File: src/rtl/dmaseq_pkg.sv
package dmaseq_pkg;

  localparam logic [2:0] SEL_CFG   = 3'd0;
  localparam logic [2:0] SEL_START = 3'd1;
  localparam logic [2:0] SEL_ICNT  = 3'd2;
  localparam logic [2:0] SEL_ISTR  = 3'd3;
  localparam logic [2:0] SEL_OCNT  = 3'd4;
  localparam logic [2:0] SEL_OSTR  = 3'd5;
  localparam logic [2:0] SEL_STAT  = 3'd6;

  localparam logic [2:0] FLOW_STOP = 3'd0;
  localparam logic [2:0] FLOW_AUTO = 3'd1;

  typedef struct packed {
    logic       spare;
    logic [2:0] flow;
    logic [3:0] ndsz;
    logic       irq_en;
    logic       irq_row;
    logic       sync;
    logic       two_dim;
    logic [1:0] width;
    logic       dir;
    logic       run;
  } cfg_t;

  typedef enum logic [1:0] {PH_IDLE, PH_MOVE, PH_PAUSE} phase_e;

  // An enable request carrying an illegal combination of fields.
  function automatic logic cfg_fault(input cfg_t c);
    return (c.width == 2'b11) ||
           (((c.flow == FLOW_STOP) || (c.flow == FLOW_AUTO)) && (c.ndsz != 4'd0));
  endfunction

  function automatic logic flow_repeats(input cfg_t c);
    return c.flow == FLOW_AUTO;
  endfunction

endpackage

File: src/rtl/dmaseq_ctrl.sv
module dmaseq_ctrl
  import dmaseq_pkg::*;
(
  input  logic        clk,
  input  logic        rst_n,
  input  logic        wr_en,
  input  logic [2:0]  wr_sel,
  input  logic [15:0] wr_data,
  input  logic        unit_end,
  output cfg_t        cfg_q,
  output logic        start,
  output logic        err,
  output logic        done
);

  cfg_t cfg_r;
  cfg_t wr_cfg;
  logic cfg_wr, stat_wr, lock_fault, enable_fault, finish;

  assign wr_cfg       = cfg_t'(wr_data);
  assign cfg_wr       = wr_en && (wr_sel == SEL_CFG);
  assign stat_wr      = wr_en && (wr_sel == SEL_STAT);
  assign lock_fault   = cfg_wr && cfg_r.run && wr_cfg.run;
  assign enable_fault = cfg_wr && !cfg_r.run && wr_cfg.run && cfg_fault(wr_cfg);
  assign start        = cfg_wr && !cfg_r.run && wr_cfg.run && !cfg_fault(wr_cfg);
  assign finish       = unit_end && cfg_r.run && !flow_repeats(cfg_r);
  assign cfg_q        = cfg_r;

  always_ff @(posedge clk) begin
    if (!rst_n) begin
      cfg_r <= '0;
      err   <= 1'b0;
      done  <= 1'b0;
    end else begin
      if (cfg_wr) begin
        if (cfg_r.run) begin
          cfg_r.run <= 1'b0;           // locked: any write halts the channel
        end else begin
          cfg_r <= wr_cfg;
          if (enable_fault) cfg_r.run <= 1'b0;
        end
      end else if (finish) begin
        cfg_r.run <= 1'b0;
      end

      if (lock_fault || enable_fault) err <= 1'b1;
      else if (stat_wr && wr_data[0]) err <= 1'b0;

      if (finish) done <= 1'b1;
      else if (stat_wr && wr_data[1]) done <= 1'b0;
    end
  end

endmodule

File: src/rtl/dmaseq_walker.sv
module dmaseq_walker
  import dmaseq_pkg::*;
#(
  parameter int AW = 32,
  parameter int CW = 16,
  parameter int SW = 16
) (
  input  logic          clk,
  input  logic          rst_n,
  input  logic          wr_en,
  input  logic [2:0]    wr_sel,
  input  logic [AW-1:0] wr_data,
  input  logic          start,
  input  logic          run,
  input  logic          two_dim,
  input  logic          irq_en,
  input  logic          irq_row,
  input  logic          sync,
  input  logic          repeats,
  input  logic          ack,
  output logic          req,
  output logic [AW-1:0] req_addr,
  output logic          beat,
  output logic          row_end,
  output logic          unit_end,
  output logic          irq
);

  logic [AW-1:0] start_r, addr;
  logic [CW-1:0] icnt_r, ocnt_r, col_left, row_left;
  logic [SW-1:0] istr_r, ostr_r;
  phase_e        phase;
  logic          last_col, last_row;

  function automatic logic [AW-1:0] step_addr(input logic [AW-1:0] a,
                                               input logic [SW-1:0] s);
    return a + {{(AW-SW){s[SW-1]}}, s};
  endfunction

  assign req      = run && (phase == PH_MOVE);
  assign beat     = req && ack;
  assign last_col = (col_left == CW'(1));
  assign last_row = !two_dim || (row_left == CW'(1));
  assign row_end  = beat && last_col;
  assign unit_end = row_end && last_row;
  assign req_addr = addr;

  always_ff @(posedge clk) begin
    if (!rst_n) begin
      start_r <= '0;
      icnt_r  <= '0;
      ocnt_r  <= '0;
      istr_r  <= '0;
      ostr_r  <= '0;
    end else if (wr_en) begin
      if (wr_sel == SEL_START) start_r <= wr_data;
      if (wr_sel == SEL_ICNT)  icnt_r  <= wr_data[CW-1:0];
      if (wr_sel == SEL_ISTR)  istr_r  <= wr_data[SW-1:0];
      if (wr_sel == SEL_OCNT)  ocnt_r  <= wr_data[CW-1:0];
      if (wr_sel == SEL_OSTR)  ostr_r  <= wr_data[SW-1:0];
    end
  end

  always_ff @(posedge clk) begin
    if (!rst_n) begin
      phase    <= PH_IDLE;
      addr     <= '0;
      col_left <= '0;
      row_left <= '0;
      irq      <= 1'b0;
    end else begin
      irq <= irq_en && (unit_end || (two_dim && irq_row && row_end));
      if (start) begin
        addr     <= start_r;
        col_left <= icnt_r;
        row_left <= ocnt_r;
        phase    <= PH_MOVE;
      end else if (!run) begin
        phase <= PH_IDLE;
      end else begin
        case (phase)
          PH_MOVE: begin
            if (unit_end) begin
              if (!repeats) begin
                phase <= PH_IDLE;
              end else if (sync) begin
                phase <= PH_PAUSE;
              end else begin
                addr     <= start_r;
                col_left <= icnt_r;
                row_left <= ocnt_r;
              end
            end else if (row_end) begin
              addr     <= step_addr(addr, ostr_r);
              col_left <= icnt_r;
              row_left <= row_left - CW'(1);
            end else if (beat) begin
              addr     <= step_addr(addr, istr_r);
              col_left <= col_left - CW'(1);
            end
          end
          PH_PAUSE: begin
            addr     <= start_r;
            col_left <= icnt_r;
            row_left <= ocnt_r;
            phase    <= PH_MOVE;
          end
          default: ;
        endcase
      end
    end
  end

endmodule

File: src/rtl/dmaseq_channel.sv
module dmaseq_channel
  import dmaseq_pkg::*;
#(
  parameter int AW = 32,
  parameter int CW = 16,
  parameter int SW = 16
) (
  input  logic          clk,
  input  logic          rst_n,
  input  logic          wr_en,
  input  logic [2:0]    wr_sel,
  input  logic [AW-1:0] wr_data,
  output logic          req,
  input  logic          ack,
  output logic [AW-1:0] req_addr,
  output logic [1:0]    req_size,
  output logic          req_write,
  output logic          irq,
  output logic          busy,
  output logic          err,
  output logic          done
);

  cfg_t cfg_q;
  logic start, beat, row_end, unit_end;
  logic irq_armed, err_clear_req;

  dmaseq_ctrl u_ctrl (
    .clk      (clk),
    .rst_n    (rst_n),
    .wr_en    (wr_en),
    .wr_sel   (wr_sel),
    .wr_data  (wr_data[15:0]),
    .unit_end (unit_end),
    .cfg_q    (cfg_q),
    .start    (start),
    .err      (err),
    .done     (done)
  );

  dmaseq_walker #(.AW(AW), .CW(CW), .SW(SW)) u_walker (
    .clk      (clk),
    .rst_n    (rst_n),
    .wr_en    (wr_en),
    .wr_sel   (wr_sel),
    .wr_data  (wr_data),
    .start    (start),
    .run      (cfg_q.run),
    .two_dim  (cfg_q.two_dim),
    .irq_en   (cfg_q.irq_en),
    .irq_row  (cfg_q.irq_row),
    .sync     (cfg_q.sync),
    .repeats  (flow_repeats(cfg_q)),
    .ack      (ack),
    .req      (req),
    .req_addr (req_addr),
    .beat     (beat),
    .row_end  (row_end),
    .unit_end (unit_end),
    .irq      (irq)
  );

  assign busy          = cfg_q.run;
  assign req_size      = cfg_q.width;
  assign req_write     = cfg_q.dir;
  assign irq_armed     = cfg_q.irq_en;
  assign err_clear_req = wr_en && (wr_sel == SEL_STAT) && wr_data[0];

endmodule

File: config.mk
export PLATFORM = sky130hd
export DESIGN_NAME = dmaseq_channel
export DESIGN_NICKNAME = d
export VERILOG_FILES = /design/src/rtl/dmaseq_pkg.sv /design/src/rtl/dmaseq_ctrl.sv /design/src/rtl/dmaseq_walker.sv /design/src/rtl/dmaseq_channel.sv
export SDC_FILE = /design/constraint.sdc
export NUM_CORES = 1
export LEC_CHECK = 0
export BUFFER_PORTS_ARGS = -buffer_cell sky130_fd_sc_hd__buf_2
export CELL_PAD_IN_SITES_DETAIL_PLACEMENT = 1
export CELL_PAD_IN_SITES_GLOBAL_PLACEMENT = 1
export CORE_ASPECT_RATIO = 1.25
export CORE_MARGIN = 5
export CORE_UTILIZATION = 48
export DETAILED_ROUTE_END_ITERATION = 7
export HOLD_SLACK_MARGIN = 0.15
export PLACE_DENSITY = 0.87
export SYNTH_ARGS = -nofsm -noshare
export SYNTH_HDL_FRONTEND = slang
export SYNTH_SLANG_ARGS = --single-unit
File: constraint.sdc
create_clock -name clk -period 11.41 [get_ports clk]
set_clock_uncertainty 0.1 [all_clocks]
set_input_delay 0.5705 -clock clk [delete_from_list [all_inputs] [get_ports clk]]
set_output_delay 0.5705 -clock clk [all_outputs]
set_load 0.005 [all_outputs]
==> results.cfg <==
[synth]
synth_top_area_share_pct = 37.3
synth.top_cells.by_area = dfxtp_1, nand2_1, a21oi_1, ha_1, o21ai_0
post_synth.cell_area_avg_sq_um = 7.57
synth_most_common_cell = nand2_1
ys_warn_count = 0
syn_nets = 1328
synth_xor_xnor_area_share_pct = 1.95
synth_top_family_by_area = compound AO/OA/AOI/OAI gates
synthMuxAreaShare_pct = 2.56
synth.distinct_cells = 79
synth_flop_cell = dfxtp_1
syn_area_sq_mm = 0.00945
synth_compound_area_share_pct = 25.0
ys_seq_elements = 176
synth_edf_count = 0
async_flop_share_pct = 0
synth-simple-area-share_pct = 23.5
netlist.top_cell.by_area = dfxtp_1
synth_commonest_cells = nand2_1, a21oi_1, dfxtp_1
seq_area_frac_synth_pct = 37.3
postSynthCellCount = 1249
synthAdderAreaFrac_pct = 5.38

[power_and_ir_drop]
seqPwrFrac_pct = 46.7
p_per_area_mw_per_mm2 = 129
swShare_pct = 25.8
p_comb_share_pct = 7.9
p_clk_share_pct = 45.4
leakagePower_uw = 0.00407
p_int_uw = 1010
power_switching_uw = 350
worst_ir_drop_vdd_mv = 0.115

[floorplanning]
fp.dieW_microns = 136
fp.dieArea_sq_mm = 0.0226
start_util_pct = 48.7
die_y_microns = 167
row_count = 57
core_area_sq_mm = 0.0194
io_pins = 79

[worst_setup_path]
worstRegToRegCells = 13
cp_max_fo = 19
setup.worst_path.class = reg -> reg
critical_path_required_ps = 11680
reg2reg_setup_slack_ps = 6410
worstPathArrival_ps = 5270
cp-endpoint = u_walker.req_addr[31]
r2r-start = u_walker.col_left[6]
worstReg2RegEnd = u_walker.req_addr[31]
worstSetupEndpointType = flip-flop
start_kind = flip-flop
startpoint = u_walker.col_left[6]

[worst_hold_path]
hp-class = in -> reg

[clock_network]
clockBufferDepth = 2
h-tree-depth = 4
path_clk_slew_ps = 70
cts_setup_buffers = 0
numCtsBuffers = 17
cts_resized = 0
cts-root-buf = clkbuf_16
cts.sinks = 176
insertion_delay_ps = 440
cts_tree = yes
cts_hold_buf = 0

[detailed_routing]
drt_wl_total_microns = 31300
drcViolationCount = 0
drt_pass1_iterations = 4
dr_total_vias = 9440
drt_iter0_drc = 538
viasPerCell = 6.06
ant_nets = 0
wl_per_cell_microns = 20.1

[layout]
antenna_cells = 0
fillers = 2488
fin_nets = 1359
area_growth_pct = 11.4
fin_area_sq_mm = 0.0105
drive_above_1_share_pct = 12.3

[global_routing]
gr-usage-all-layers_pct = 27.7
globalRouteOverflowTotal = 0
grt_pass1_wl_microns = 50300
grt_pass1_vias = 9798
grt_max_degree = 81
antenna_found_initial = 0

[sta]
tns_ps = 0
period_needed_ps = 5000
rsz0062_at_grt = false
final_max_slew_viol_count = 0
hold_violations = 0
finalCritPeriodShare_pct = 43.9
worst_pin_slew_ps = 1050
max_slew_margin_pct = 30.0
finalSetupViolCount = 0
fmax_ghz = 0.200
hold-worst-slack_ps = 262

[placed_design]
dpl_cell_area_sq_mm = 0.00992
gp_congestion = 0.932
portBuffers = 78
hpwl_microns = 21300

[flow_run]
max_cap_viol_count = 0

[outcome]
status = finished clean
-- flip-flops by register name, summed over array words and instances (netlist names) --
name	cells
u_walker.phase	2
u_walker.icnt_r	16
u_walker.ocnt_r	16
u_ctrl.err	1
u_walker.istr_r	16
u_walker.ostr_r	16
u_walker.col_left	16
u_walker.row_left	16
u_walker.irq	1
u_ctrl.done	1
u_ctrl.cfg_q	11
u_walker.req_addr	32
u_walker.start_r	32
-- power by group through the flow --
stage / Clock [uW] / Combinational (uW) / Sequential (uW)
final: 617 / 108 / 635
after global routing: 651 / 119 / 635
after CTS: 625 / 108 / 634
after detailed placement: 0 / 106 / 648
after global placement: 0 / 103 / 648
after floorplan: 0 / 68.8 / 645
-- worst min-delay path by stage --
stage | from | end | slack [ps] | cells past startpoint
finish | wr_data[26] | u_walker.start_r[26] | 260 | 3
CTS | wr_data[26] | u_walker.start_r[26] | 250 | 3
global route | wr_data[29] | u_walker.start_r[29] | 260 | 3
detailed placement | u_walker.istr_r[11] | u_walker.istr_r[11] | 350 | 2
global placement | u_walker.istr_r[13] | u_walker.istr_r[13] | 340 | 2
floorplan | u_walker.start_r[10] | u_walker.req_addr[10] | 330 | 2
-- kinds of logic after synthesis --
group	count (synthesis)
muxes	22
AOI/OAI and AO/OA	397
and+or+nand+nor	497
adders and majority gates	40
buffers and inverters	96
DFF	176
xor gates and xnor gates	21
-- routing by layer --
metal / GRT usage [%] / share of wire [%] / up-vias
met5: 0 / 0 / -
met4: 10.7 / 3.2 / 0
met3: 4.44 / 3.9 / 69
met1: 32.2 / 41 / 4667
li1: - / - / 4474
met2: 50.1 / 52 / 230
-- final cells by class --
class,count,area [sq um],area share [%]
clock buffer,18,429,4.08
clock inverter,14,178,1.69
inverter,21,81.3,0.773
multi-input combinational,977,5520,52.5
sequential,176,3520,33.5
tap,265,332,3.15
timing repair buffer,87,458,4.35
-- cells in the final DEF (no fill, tap or decap), types with 20 or more instances in the layout --
| cell type | Yosys | routed |
|---|---|---|
| ha_1 | 39 | 39 |
| nor3_1 | 28 | 28 |
| nand2_1 | 271 | 270 |
| o21ai_0 | 88 | 88 |
| nand3_1 | 27 | 27 |
| inv_1 | 20 | 20 |
| a21oi_1 | 201 | 201 |
| dfxtp_1 | 176 | 176 |
| buf_2 | 7 | 78 |
| nor2_1 | 85 | 84 |
-- critical path, stage by stage, from the launching register on --
cell and delay (ps):
dfxtp_1 360, or4_4 590, nor3_4 240, nand4_4 410, mux2_2 440, ha_1 300
a211oi_1 310, nor4b_1 120, a2111oi_2 640, o31ai_2 250, a21boi_1 330, o221ai_1 180
or4_1 490, a31oi_1 160
-- metrics by stage --
stage          total power (uW)  utilization [%]  setup WS, ps  std cells
5_1_grt                    1410             54.3          6040       1558
4_1_cts                    1370             54.3          6400       1558
3_3_place_gp                751             51.1          6620       1526
2_1_floorplan               714                -          7060       1249
6_report                   1360             54.3          6410       1558
3_5_place_dp                755             51.1          6520       1526
(Power assumes the default switching activity.)
